`src/rtl/sinc3_pkg.sv`:
```
package sinc3_pkg;
  localparam int unsigned ORDER       = 3;
  localparam int unsigned FW_DEF      = 7;
  localparam int unsigned MIN_WORD    = 3;
  localparam int unsigned SETTLE_DROP = 3;

  function automatic int unsigned acc_bits(input int unsigned fw);
    return 1 + ORDER * fw;
  endfunction
endpackage

```
`src/rtl/sinc3_ctrl.sv`:
```
module sinc3_ctrl
  import sinc3_pkg::*;
#(
  parameter int FW = FW_DEF
) (
  input  logic          clk,
  input  logic          rst_n,
  input  logic          mod_en,
  input  logic [FW-1:0] word_in,
  input  logic          chop_in,
  output logic          restart,
  output logic          tick,
  output logic          pol_neg,
  output logic          chop_q,
  output logic [FW-1:0] n_q
);
  localparam logic [FW-1:0] WMIN = FW'(MIN_WORD);

  logic [FW-1:0] word_cl, cnt_q, cnt_d, n_d;
  logic          pol_q, pol_d, chop_d;

  always_comb begin
    word_cl = (word_in < WMIN) ? WMIN : word_in;
    restart = (word_cl != n_q) || (chop_in != chop_q);
    tick    = mod_en && !restart && (cnt_q == n_q - 1'b1);
  end

  always_comb begin
    cnt_d  = cnt_q;
    pol_d  = pol_q;
    n_d    = n_q;
    chop_d = chop_q;
    if (restart) begin
      cnt_d  = '0;
      pol_d  = 1'b0;
      n_d    = word_cl;
      chop_d = chop_in;
    end else if (mod_en) begin
      if (tick) begin
        cnt_d = '0;
        pol_d = chop_q ? ~pol_q : 1'b0;
      end else begin
        cnt_d = cnt_q + 1'b1;
      end
    end
  end

  always_ff @(posedge clk or negedge rst_n) begin
    if (!rst_n) begin
      cnt_q  <= '0;
      pol_q  <= 1'b0;
      n_q    <= WMIN;
      chop_q <= 1'b0;
    end else begin
      cnt_q  <= cnt_d;
      pol_q  <= pol_d;
      n_q    <= n_d;
      chop_q <= chop_d;
    end
  end

  assign pol_neg = pol_q;


  cnt_range_chk: assert property (@(posedge clk) disable iff (!rst_n) cnt_q < n_q);

  word_floor_chk: assert property (@(posedge clk) disable iff (!rst_n) n_q >= WMIN);

  pol_flip_chk: assert property (@(posedge clk) disable iff (!rst_n)
    (tick && chop_q) |=> (pol_q != $past(pol_q)));

  pol_plain_chk: assert property (@(posedge clk) disable iff (!rst_n) !chop_q |-> !pol_q);

  idle_hold_chk: assert property (@(posedge clk) disable iff (!rst_n)
    (!mod_en && !restart) |=> ($stable(cnt_q) && $stable(pol_q)));
endmodule

```
`src/rtl/sinc3_integ.sv`:
```
module sinc3_integ
  import sinc3_pkg::*;
#(
  parameter int AW = acc_bits(FW_DEF)
) (
  input  logic                 clk,
  input  logic                 rst_n,
  input  logic                 step_en,
  input  logic                 clr,
  input  logic                 x_pos,
  output logic signed [AW-1:0] acc_next
);
  localparam logic signed [AW-1:0] PLUS1  = AW'(1);
  localparam logic signed [AW-1:0] MINUS1 = -AW'(1);

  logic signed [AW-1:0] step_val;
  assign step_val = x_pos ? PLUS1 : MINUS1;

  for (genvar s = 0; s < ORDER; s++) begin : g_stage
    logic signed [AW-1:0] q, d, feed;
    if (s == 0) begin : g_head
      assign feed = step_val;
    end else begin : g_link
      assign feed = g_stage[s-1].d;
    end
    always_comb d = q + feed;
    always_ff @(posedge clk or negedge rst_n) begin
      if (!rst_n)       q <= '0;
      else if (clr)     q <= '0;
      else if (step_en) q <= d;
    end
  end

  assign acc_next = g_stage[ORDER-1].d;
endmodule

```
`src/rtl/sinc3_comb.sv`:
```
module sinc3_comb
  import sinc3_pkg::*;
#(
  parameter int FW = FW_DEF,
  parameter int AW = acc_bits(FW_DEF)
) (
  input  logic                 clk,
  input  logic                 rst_n,
  input  logic                 clr,
  input  logic                 tick,
  input  logic signed [AW-1:0] acc_in,
  input  logic                 neg_in,
  input  logic [FW-1:0]        n_in,
  output logic                 c_vld,
  output logic signed [AW-1:0] c_out,
  output logic                 c_neg
);
  logic signed [AW-1:0] snap_q, snap_d;
  logic                 vld_q, vld_d, neg_q, neg_d;

  always_comb begin
    snap_d = snap_q;
    neg_d  = neg_q;
    vld_d  = 1'b0;
    if (!clr && tick) begin
      snap_d = acc_in;
      neg_d  = neg_in;
      vld_d  = 1'b1;
    end
  end

  always_ff @(posedge clk or negedge rst_n) begin
    if (!rst_n) begin
      snap_q <= '0;
      neg_q  <= 1'b0;
      vld_q  <= 1'b0;
    end else begin
      snap_q <= snap_d;
      neg_q  <= neg_d;
      vld_q  <= vld_d;
    end
  end

  for (genvar s = 0; s < ORDER; s++) begin : g_diff
    logic signed [AW-1:0] din, o, dly;
    if (s == 0) begin : g_head
      assign din = snap_q;
    end else begin : g_link
      assign din = g_diff[s-1].o;
    end
    always_comb o = din - dly;
    always_ff @(posedge clk or negedge rst_n) begin
      if (!rst_n)     dly <= '0;
      else if (clr)   dly <= '0;
      else if (vld_q) dly <= din;
    end
  end

  assign c_out = g_diff[ORDER-1].o;
  assign c_vld = vld_q && !clr;
  assign c_neg = neg_q;

  logic [AW-2:0] cube;
  assign cube = (AW-1)'(n_in) * (AW-1)'(n_in) * (AW-1)'(n_in);


  no_overflow_chk: assert property (@(posedge clk) disable iff (!rst_n)
    c_vld |-> ((c_out <= $signed({1'b0, cube})) && (c_out >= -$signed({1'b0, cube}))));
endmodule

```
`src/rtl/sinc3_chop_avg.sv`:
```
module sinc3_chop_avg
  import sinc3_pkg::*;
#(
  parameter int AW = acc_bits(FW_DEF)
) (
  input  logic                 clk,
  input  logic                 rst_n,
  input  logic                 clr,
  input  logic                 chop,
  input  logic                 c_vld,
  input  logic signed [AW-1:0] c_in,
  input  logic                 c_neg,
  output logic signed [AW-1:0] result,
  output logic                 result_vld
);
  localparam int DW = $clog2(SETTLE_DROP + 1);
  localparam logic [DW-1:0] DROP = DW'(SETTLE_DROP);

  logic [DW-1:0]        drop_q, drop_d;
  logic                 have_q, have_d, vld_q, vld_d;
  logic signed [AW-1:0] prev_q, prev_d, res_q, res_d, cor, avg;
  logic signed [AW:0]   pair;

  always_comb begin
    cor  = c_neg ? -c_in : c_in;
    pair = {cor[AW-1], cor} + {prev_q[AW-1], prev_q};
    avg  = pair[AW:1];
  end

  always_comb begin
    drop_d = drop_q;
    have_d = have_q;
    prev_d = prev_q;
    res_d  = res_q;
    vld_d  = 1'b0;
    if (clr) begin
      drop_d = DROP;
      have_d = 1'b0;
    end else if (c_vld) begin
      if (drop_q != '0) begin
        drop_d = drop_q - 1'b1;
      end else if (!chop) begin
        res_d = cor;
        vld_d = 1'b1;
      end else if (!have_q) begin
        prev_d = cor;
        have_d = 1'b1;
      end else begin
        res_d  = avg;
        prev_d = cor;
        vld_d  = 1'b1;
      end
    end
  end

  always_ff @(posedge clk or negedge rst_n) begin
    if (!rst_n) begin
      drop_q <= DROP;
      have_q <= 1'b0;
      prev_q <= '0;
      res_q  <= '0;
      vld_q  <= 1'b0;
    end else begin
      drop_q <= drop_d;
      have_q <= have_d;
      prev_q <= prev_d;
      res_q  <= res_d;
      vld_q  <= vld_d;
    end
  end

  assign result     = res_q;
  assign result_vld = vld_q;


  vld_single_chk: assert property (@(posedge clk) disable iff (!rst_n) result_vld |=> !result_vld);

  res_hold_chk: assert property (@(posedge clk) disable iff (!rst_n)
    !result_vld |-> (result == $past(result)));

  restart_quiet_chk: assert property (@(posedge clk) disable iff (!rst_n) clr |=> !result_vld);

  chop_pair_chk: assert property (@(posedge clk) disable iff (!rst_n)
    (result_vld && chop) |-> $past(have_q));
endmodule

```
`src/rtl/chop_sinc3_dec.sv`:
```
module chop_sinc3_dec
  import sinc3_pkg::*;
#(
  parameter int FW = FW_DEF,
  localparam int AW = acc_bits(FW)
) (
  input  logic          clk,
  input  logic          rst_n,
  input  logic          mod_en,
  input  logic          mod_bit,
  input  logic [FW-1:0] filt_word,
  input  logic          chop_en,
  output logic [AW-1:0] result,
  output logic          result_vld
);
  logic [1:0] rst_sync;
  logic       rst_i;

  always_ff @(posedge clk or negedge rst_n) begin
    if (!rst_n) rst_sync <= 2'b00;
    else        rst_sync <= {rst_sync[0], 1'b1};
  end
  assign rst_i = rst_sync[1];

  logic                 restart, tick, pol_neg, chop_q, c_vld, c_neg;
  logic [FW-1:0]        n_q;
  logic signed [AW-1:0] acc_next, c_out, res_s;

  sinc3_ctrl #(.FW(FW)) u_ctrl (
    .clk(clk), .rst_n(rst_i), .mod_en(mod_en), .word_in(filt_word), .chop_in(chop_en),
    .restart(restart), .tick(tick), .pol_neg(pol_neg), .chop_q(chop_q), .n_q(n_q)
  );

  sinc3_integ #(.AW(AW)) u_integ (
    .clk(clk), .rst_n(rst_i), .step_en(mod_en), .clr(restart),
    .x_pos(mod_bit ^ pol_neg), .acc_next(acc_next)
  );

  sinc3_comb #(.FW(FW), .AW(AW)) u_comb (
    .clk(clk), .rst_n(rst_i), .clr(restart), .tick(tick), .acc_in(acc_next),
    .neg_in(pol_neg), .n_in(n_q), .c_vld(c_vld), .c_out(c_out), .c_neg(c_neg)
  );

  sinc3_chop_avg #(.AW(AW)) u_avg (
    .clk(clk), .rst_n(rst_i), .clr(restart), .chop(chop_q), .c_vld(c_vld),
    .c_in(c_out), .c_neg(c_neg), .result(res_s), .result_vld(result_vld)
  );

  assign result = res_s;
endmodule

```
`config.mk`:
```
export PLATFORM = sky130hd
export DESIGN_NAME = chop_sinc3_dec
export DESIGN_NICKNAME = d
export VERILOG_FILES = /design/src/rtl/sinc3_pkg.sv /design/src/rtl/sinc3_ctrl.sv /design/src/rtl/sinc3_integ.sv /design/src/rtl/sinc3_comb.sv /design/src/rtl/sinc3_chop_avg.sv /design/src/rtl/chop_sinc3_dec.sv
export SDC_FILE = /design/constraint.sdc
export NUM_CORES = 1
export LEC_CHECK = 0
export BUFFER_PORTS_ARGS = -buffer_cell sky130_fd_sc_hd__buf_2
export CORE_MARGIN = 2
export CORE_UTILIZATION = 35
export DETAILED_ROUTE_END_ITERATION = 10
export GPL_TIMING_DRIVEN = 1
export PLACE_DENSITY = 0.58
export RECOVER_POWER = 25
export SLEW_MARGIN = 20
export SYNTH_ARGS = -nofsm -noshare
export SYNTH_HDL_FRONTEND = slang
export SYNTH_SLANG_ARGS = --single-unit
```
`constraint.sdc`:
```
create_clock -name clk -period 15.9 [get_ports clk]
set_clock_uncertainty 0.05 [all_clocks]
set_input_delay 3.18 -clock clk [delete_from_list [all_inputs] [get_ports clk]]
set_output_delay 3.18 -clock clk [all_outputs]
set_load 0.02 [all_outputs]
```
* Yosys cells after proc, flatten, opt, wreduce, memory -nomap -nowiden *
Index checks and enable logic that the tools add are counted.

cells by class
  multiply operators = 0
  order comparisons = 1
  shift-type cells = 0
  bitwise gates (word level) = 4
  reductions and logical operators = 18
  mux-type cells = 37
  equal/unequal tests = 5
  div/mod/pow operators = 0
  add/sub/neg operators = 11

operators with widths
  kind                 count
  $mux 22              16
  $add 22x22->22       3
  $sub 22x22->22       3
  $mux 7               4
  $add 22x22->23       1
  $neg 22->22          1
  $mux 1               14
  $reduce_bool 2->1    7
  $reduce_and 4->1     2
  $add 7x1->7 const B  1
  $eq 7x7->1           1
  $lt 7x2->1 const B   1
  $ne 7x7->1           1
  $sub 7x1->7 const B  1
  $mux 2               3
  $logic_and 1x1->1    4
  $reduce_and 2->1     2
  $not 1->1            3
  $reduce_and 3->1     1
  $ne 2x1->1 const B   1
  $ne 2x2->1 const B   1
  $sub 2x1->2 const B  1
  $logic_not 1->1      1
  $logic_or 1x1->1     1
  2 further kinds      2

storage, ports and cells
  register bits after elaboration = 222
  memories kept = 0
  bits in latches = 0
  memory bits (read-only) = 0
  bits of input ports = 12
  output and inout port bits = 23
  RAM bits = 0
  word-level logic and storage cells = 95

* Logic depth before layout (Yosys ltp) *
  depth after elaboration = 10
  gate-level depth with buffers = 40
  depth with buffers taken out = 40

* Modules after synthesis *
A second synthesis with hierarchy kept.

unflattened totals
  cells, all modules = 1915
  area total of the unflattened synthesis = 17108.9 um^2

by module, submodules not included
  module          times used  sequential area each (um^2)  cells each  area an instance (um^2)
  sinc3_comb      1           2252.2                       740         6741.5
  sinc3_integ     1           1651.6                       646         5716.7
  sinc3_chop_avg  1           1203.7                       412         3562.2
  sinc3_ctrl      1           402.9                        113         1026.0
  chop_sinc3_dec  1           50.0                         4           62.6

* Least setup slack after synthesis *
No wires, ideal clock.

  path type = input-to-reg
  start point = in mod_bit
  end point = reg u_integ.g_stage[2].q[21]
  required time = 15.718 ns
  cell stages on the path = 28
  arrival time = 8.624 ns
  setup time = 0.132 ns
  buffers on the path = 0
  slack = 7.094 ns
  path through = xor2_1 inv_1 fa_1 a21o_1 a21oi_1 nand2b_1 a21oi_1 o21a_1 o21a_1 o41ai_1 nand2b_1 a21oi_1 xnor2_1 ha_1 and2_1 and3_1 a221o_1 xor2_1 ha_1 a21o_1 a21o_1 a31oi_1 o21ai_0 xor2_1 xnor3_1 nand2_1 xor2_1 nor2_1

on the way
  cells in the longest elaborated chain, start to end = 7

ends and longest elaborated chain
  element                       RTL line              source
  start, declared               chop_sinc3_dec.sv:10  input logic mod_bit,
  $xor 1x1->1                   chop_sinc3_dec.sv:36  .x_pos(mod_bit ^ pol_neg), .acc_next(acc_next)
  $mux 22                       sinc3_integ.sv:17     assign step_val = x_pos ? PLUS1 : MINUS1;
  $add 22x22->22 (3 in series)  sinc3_integ.sv:26     always_comb d = q + feed;
  $mux 22                       sinc3_integ.sv:30     else if (step_en) q <= d;
  $mux 22                       sinc3_integ.sv:29     else if (clr) q <= '0;
  end signal, assigned          sinc3_integ.sv:28     if (!rst_n) q <= '0;
  end signal, assigned          sinc3_integ.sv:29
  end signal, assigned          sinc3_integ.sv:30
  end, declared                 sinc3_integ.sv:20     logic signed [AW-1:0] q, d, feed;

Every way passes these cells. The select of a mux whose other input is x is not followed.
A chain may end at the register's enable or synchronous reset.

* Worst setup path in the final report *
Same ends and word-level chain as after synthesis.

==> results by group <==
Global route
  – Global route overflow: 0
  – GR Util All Layers: 0.140
  – Vias in the first global route: 12,316
  – Pin count of the biggest net entering global routing: 90
  – Antenna violations before repair: 0
  – First-pass GRT wire length: 59.1 mm

Yosys
  – Adder-cell share of the synthesized area: 0.123
  – Flops & latches, synth: 222
  – Yosys warns: 0
  – Netlist cell types: 84
  – Synth Area in Compound Gates: 0.167
  – Post-Syn Nets: 1,977
  – EDFF count, synth: 0
  – Mapped Cells: 1,807
  – Mux share of post-synthesis cell area: 0.0980
  – Combinational family with the most area after synthesis: compound AO/OA/AOI/OAI gates
  – Syn Std Cell Area: 16,500 um2
  – Async SR Flop Fraction: 1.00
  – Avg Inst Size Synth: 9.10 um2
  – Synth Flop Type: dfrtp_1
  – Register area share after synthesis: 0.338
  – Post-synthesis simple-gate area fraction: 0.135
  – Post-Synth XOR/XNOR Area: 0.0945

Status
  – Failing checks: capacitance limit, slew limit
  – Outcome: finished, violations left

Final layout
  – Fin util: 0.391
  – Area Overhead vs Synth: 10.5%
  – Layout cell share with drive strength beyond 1: 0.0850
  – Antenna diodes: 0
  – Nets@finish: 1,996
  – # fillers: 4,675

Routing
  – Post-Route WL: 34.3 mm
  – Vias per Instance: 5.06
  – # DRC: 0
  – Wire length per cell: 14.0 um
  – Iter 0 DRT Violations: 542
  – Post-DRT Antenna Nets: 0
  – Total iterations of the first detailed-routing run: 5
  – Vias: 12,402

Setup path
  – Critical Setup Path Class: in -> reg
  – Slowest cell on crit path: inv_1
  – Crit. End Element: register
  – CP max FO: 21
  – Bufs and invs on worst path: 2
  – Req. time, crit path: 16.25 ns
  – Most used cell along the critical path: xor2_1
  – CP peak stage delay: 0.59 ns
  – Crit path launch type: primary input
  – CP top delay family: compound AO/OA/AOI/OAI gates
  – CP Data Arrival Time: 9.54 ns

Power and ir drop
  – Worst vdd ir: 0.0865 mV
  – Leakage: 8.63 nW
  – Power Total: 1.57 mW
  – PwrDens: 86.3 nW/um2

Timing
  – Hold WS: 0.302 ns
  – Fin. Hold Viols: 0
  – Fmax: 109 MHz
  – Period utilization: 0.578
  – Setup_tns: 0 ns
  – RSZ-0062 raised after global routing: false
  – Fin. max-slew vios: 160
  – Slew HR: -1.30
  – Worst Tran Pin Value: 3.45 ns
  – Endpoints failing setup: 0
  – Minimum clock period: 9.19 ns

Hold path
  – Hold WC Path Type: reg -> reg

Clock tree
  – Root Driver: clkbuf_16
  – CTS sink count: 222
  – Post-CTS Hold Fix Bufs: 0
  – Num CTS Buffers: 27
  – H-tree Lvls: 1
  – Worst-case clock buffer depth: 3
  – Clk_lat worst skew: 0.55 ns
  – Number of setup buffers added after CTS: 0
  – CTS tree: yes
  – Resize count post-CTS: 0
  – Reg clk slew, reported paths: 0.07 ns

Floorplanning
  – Die area: 48,800 um2
  – DIE WIDTH: 221 um
  – Top Ports: 35
  – Chip Height: 221 um
  – Number of cell rows: 79
  – Core ar.: 46,500 um2
  – Initial Util: 0.354

Placement
  – Port Buffer Count: 34
  – Final GP Congestion: 0.844
  – Post-DP HPWL: 24.6 mm

Job
  – Max Cap Viol: 3
logic make-up after synthesis:
kind of cell,Yosys count
AND/OR/NAND/NOR,482
AO/OA/AOI/OAI,427
flip-flops,222
buffers and inverters,184
XOR/XNOR,176
adder cells (fa/ha/maj),158
multiplexers,157
other,1
cell usage after synthesis, types with 5 or more instances:
library cell	instances	area share
a211oi_1	18	0.0082
a21boi_0	10	0.0046
a21o_1	56	0.026
a21oi_1	122	0.037
a31oi_1	11	0.0042
and2_1	8	0.0030
and3_1	8	0.0030
buf_1	11	0.0025
clkbuf_1	38	0.0087
dfrtp_1	218	0.33
fa_1	7	0.0085
ha_1	151	0.11
inv_1	130	0.030
mux2_2	31	0.021
mux2i_1	125	0.076
nand2_1	110	0.025
nand2b_1	22	0.0084
nand3_1	22	0.0067
nand3b_1	5	0.0023
nand4_1	11	0.0042
nor2_1	216	0.049
nor2b_1	13	0.0049
nor3_1	24	0.0073
nor4_1	5	0.0019
o211ai_1	10	0.0046
o21a_1	19	0.0087
o21ai_0	100	0.030
o21bai_1	20	0.0091
o31ai_1	6	0.0027
or2_2	7	0.0027
or3_1	9	0.0034
xnor2_1	117	0.062
xor2_1	58	0.031
metrics by stage:
step | area [um2] | instances | setup slack, ns
3_5_place_dp | 17200 | 2403 | 6.16
5_1_grt | 18200 | 2453 | 6.15
2_1_floorplan | 16500 | 1807 | 7.09
4_1_cts | 18200 | 2452 | 6.72
3_3_place_gp | 17200 | 2403 | 6.32
6_report | 18200 | 2453 | 6.71
registers in the layout, indices dropped and copies added (netlist names):
signal,count
u_comb.g_diff.dly,66
u_integ.g_stage.q,66
u_avg.prev_q,22
u_avg.result,22
u_comb.g_diff.din,22
u_ctrl.cnt_q,7
u_ctrl.n_q,7
rst_sync,2
u_avg.drop_q,2
u_avg.have_q,1
u_avg.result_vld,1
u_comb.c_neg,1
u_comb.vld_q,1
u_ctrl.chop_q,1
u_ctrl.pol_neg,1
area by class of cell:
class | count | area (um2) | area share
multi-input combinational | 1401 | 10200 | 0.559
sequential | 222 | 5560 | 0.306
tap | 607 | 759 | 0.0418
clock buffer | 33 | 738 | 0.0406
inverter | 130 | 488 | 0.0268
timing repair buffer | 44 | 259 | 0.0142
clock inverter | 16 | 209 | 0.0115
power by group:
group	switching, mW	internal (mW)
logic	0.197	0.140
clock network	0.262	0.398
registers	0.00520	0.567
total	0.464	1.10
placed cells by master (no fill, tap or decap), drive strengths merged, types with 6 or more instances in the layout:
cell type and count:
mux2i 125, or3 10, and3 8, o21ai 105
a31oi 11, inv 134, dfrtp 218, clkbuf 36
nor2 216, a211oi 19, nand4 11, or2 7
a21o 57, a21oi 126, o31ai 6, o21a 19
fa 7, nor2b 13, nand2 110, o21bai 20
nand3 24, xnor2 117, nor3 25, buf 41
ha 151, mux2 32, and2 8, a21boi 10
o211ai 10, xor2 58, nand2b 22
metal layers:
| metal | part of all wire | GRT usage | vias up |
|---|---|---|---|
| met3 | 0.027 | 0.0202 | 51 |
| met2 | 0.48 | 0.249 | 159 |
| li1 | - | - | 6370 |
| met4 | 0.020 | 0.0344 | 0 |
| met5 | 0 | 0 | - |
| met1 | 0.47 | 0.179 | 5822 |
final timing paths:
check	endpoint	slack (ns)	start	cells after the start
setup / recovery	u_integ.g_stage[2].q[21]	6.71	mod_bit	29
hold / removal	rst_sync[1]	0.30	rst_sync[0]	0
setup reg to reg	u_avg.result[20]	7.01	u_comb.g_diff[0].din[0]	37
hold reg to reg	rst_sync[1]	0.30	rst_sync[0]	0
max in group asynchronous	u_comb.vld_q	8.51	rst_sync[1]	3
min in group asynchronous	u_integ.g_stage[2].q[0]	0.68	rst_sync[1]	0
(Power assumes the default switching activity.)
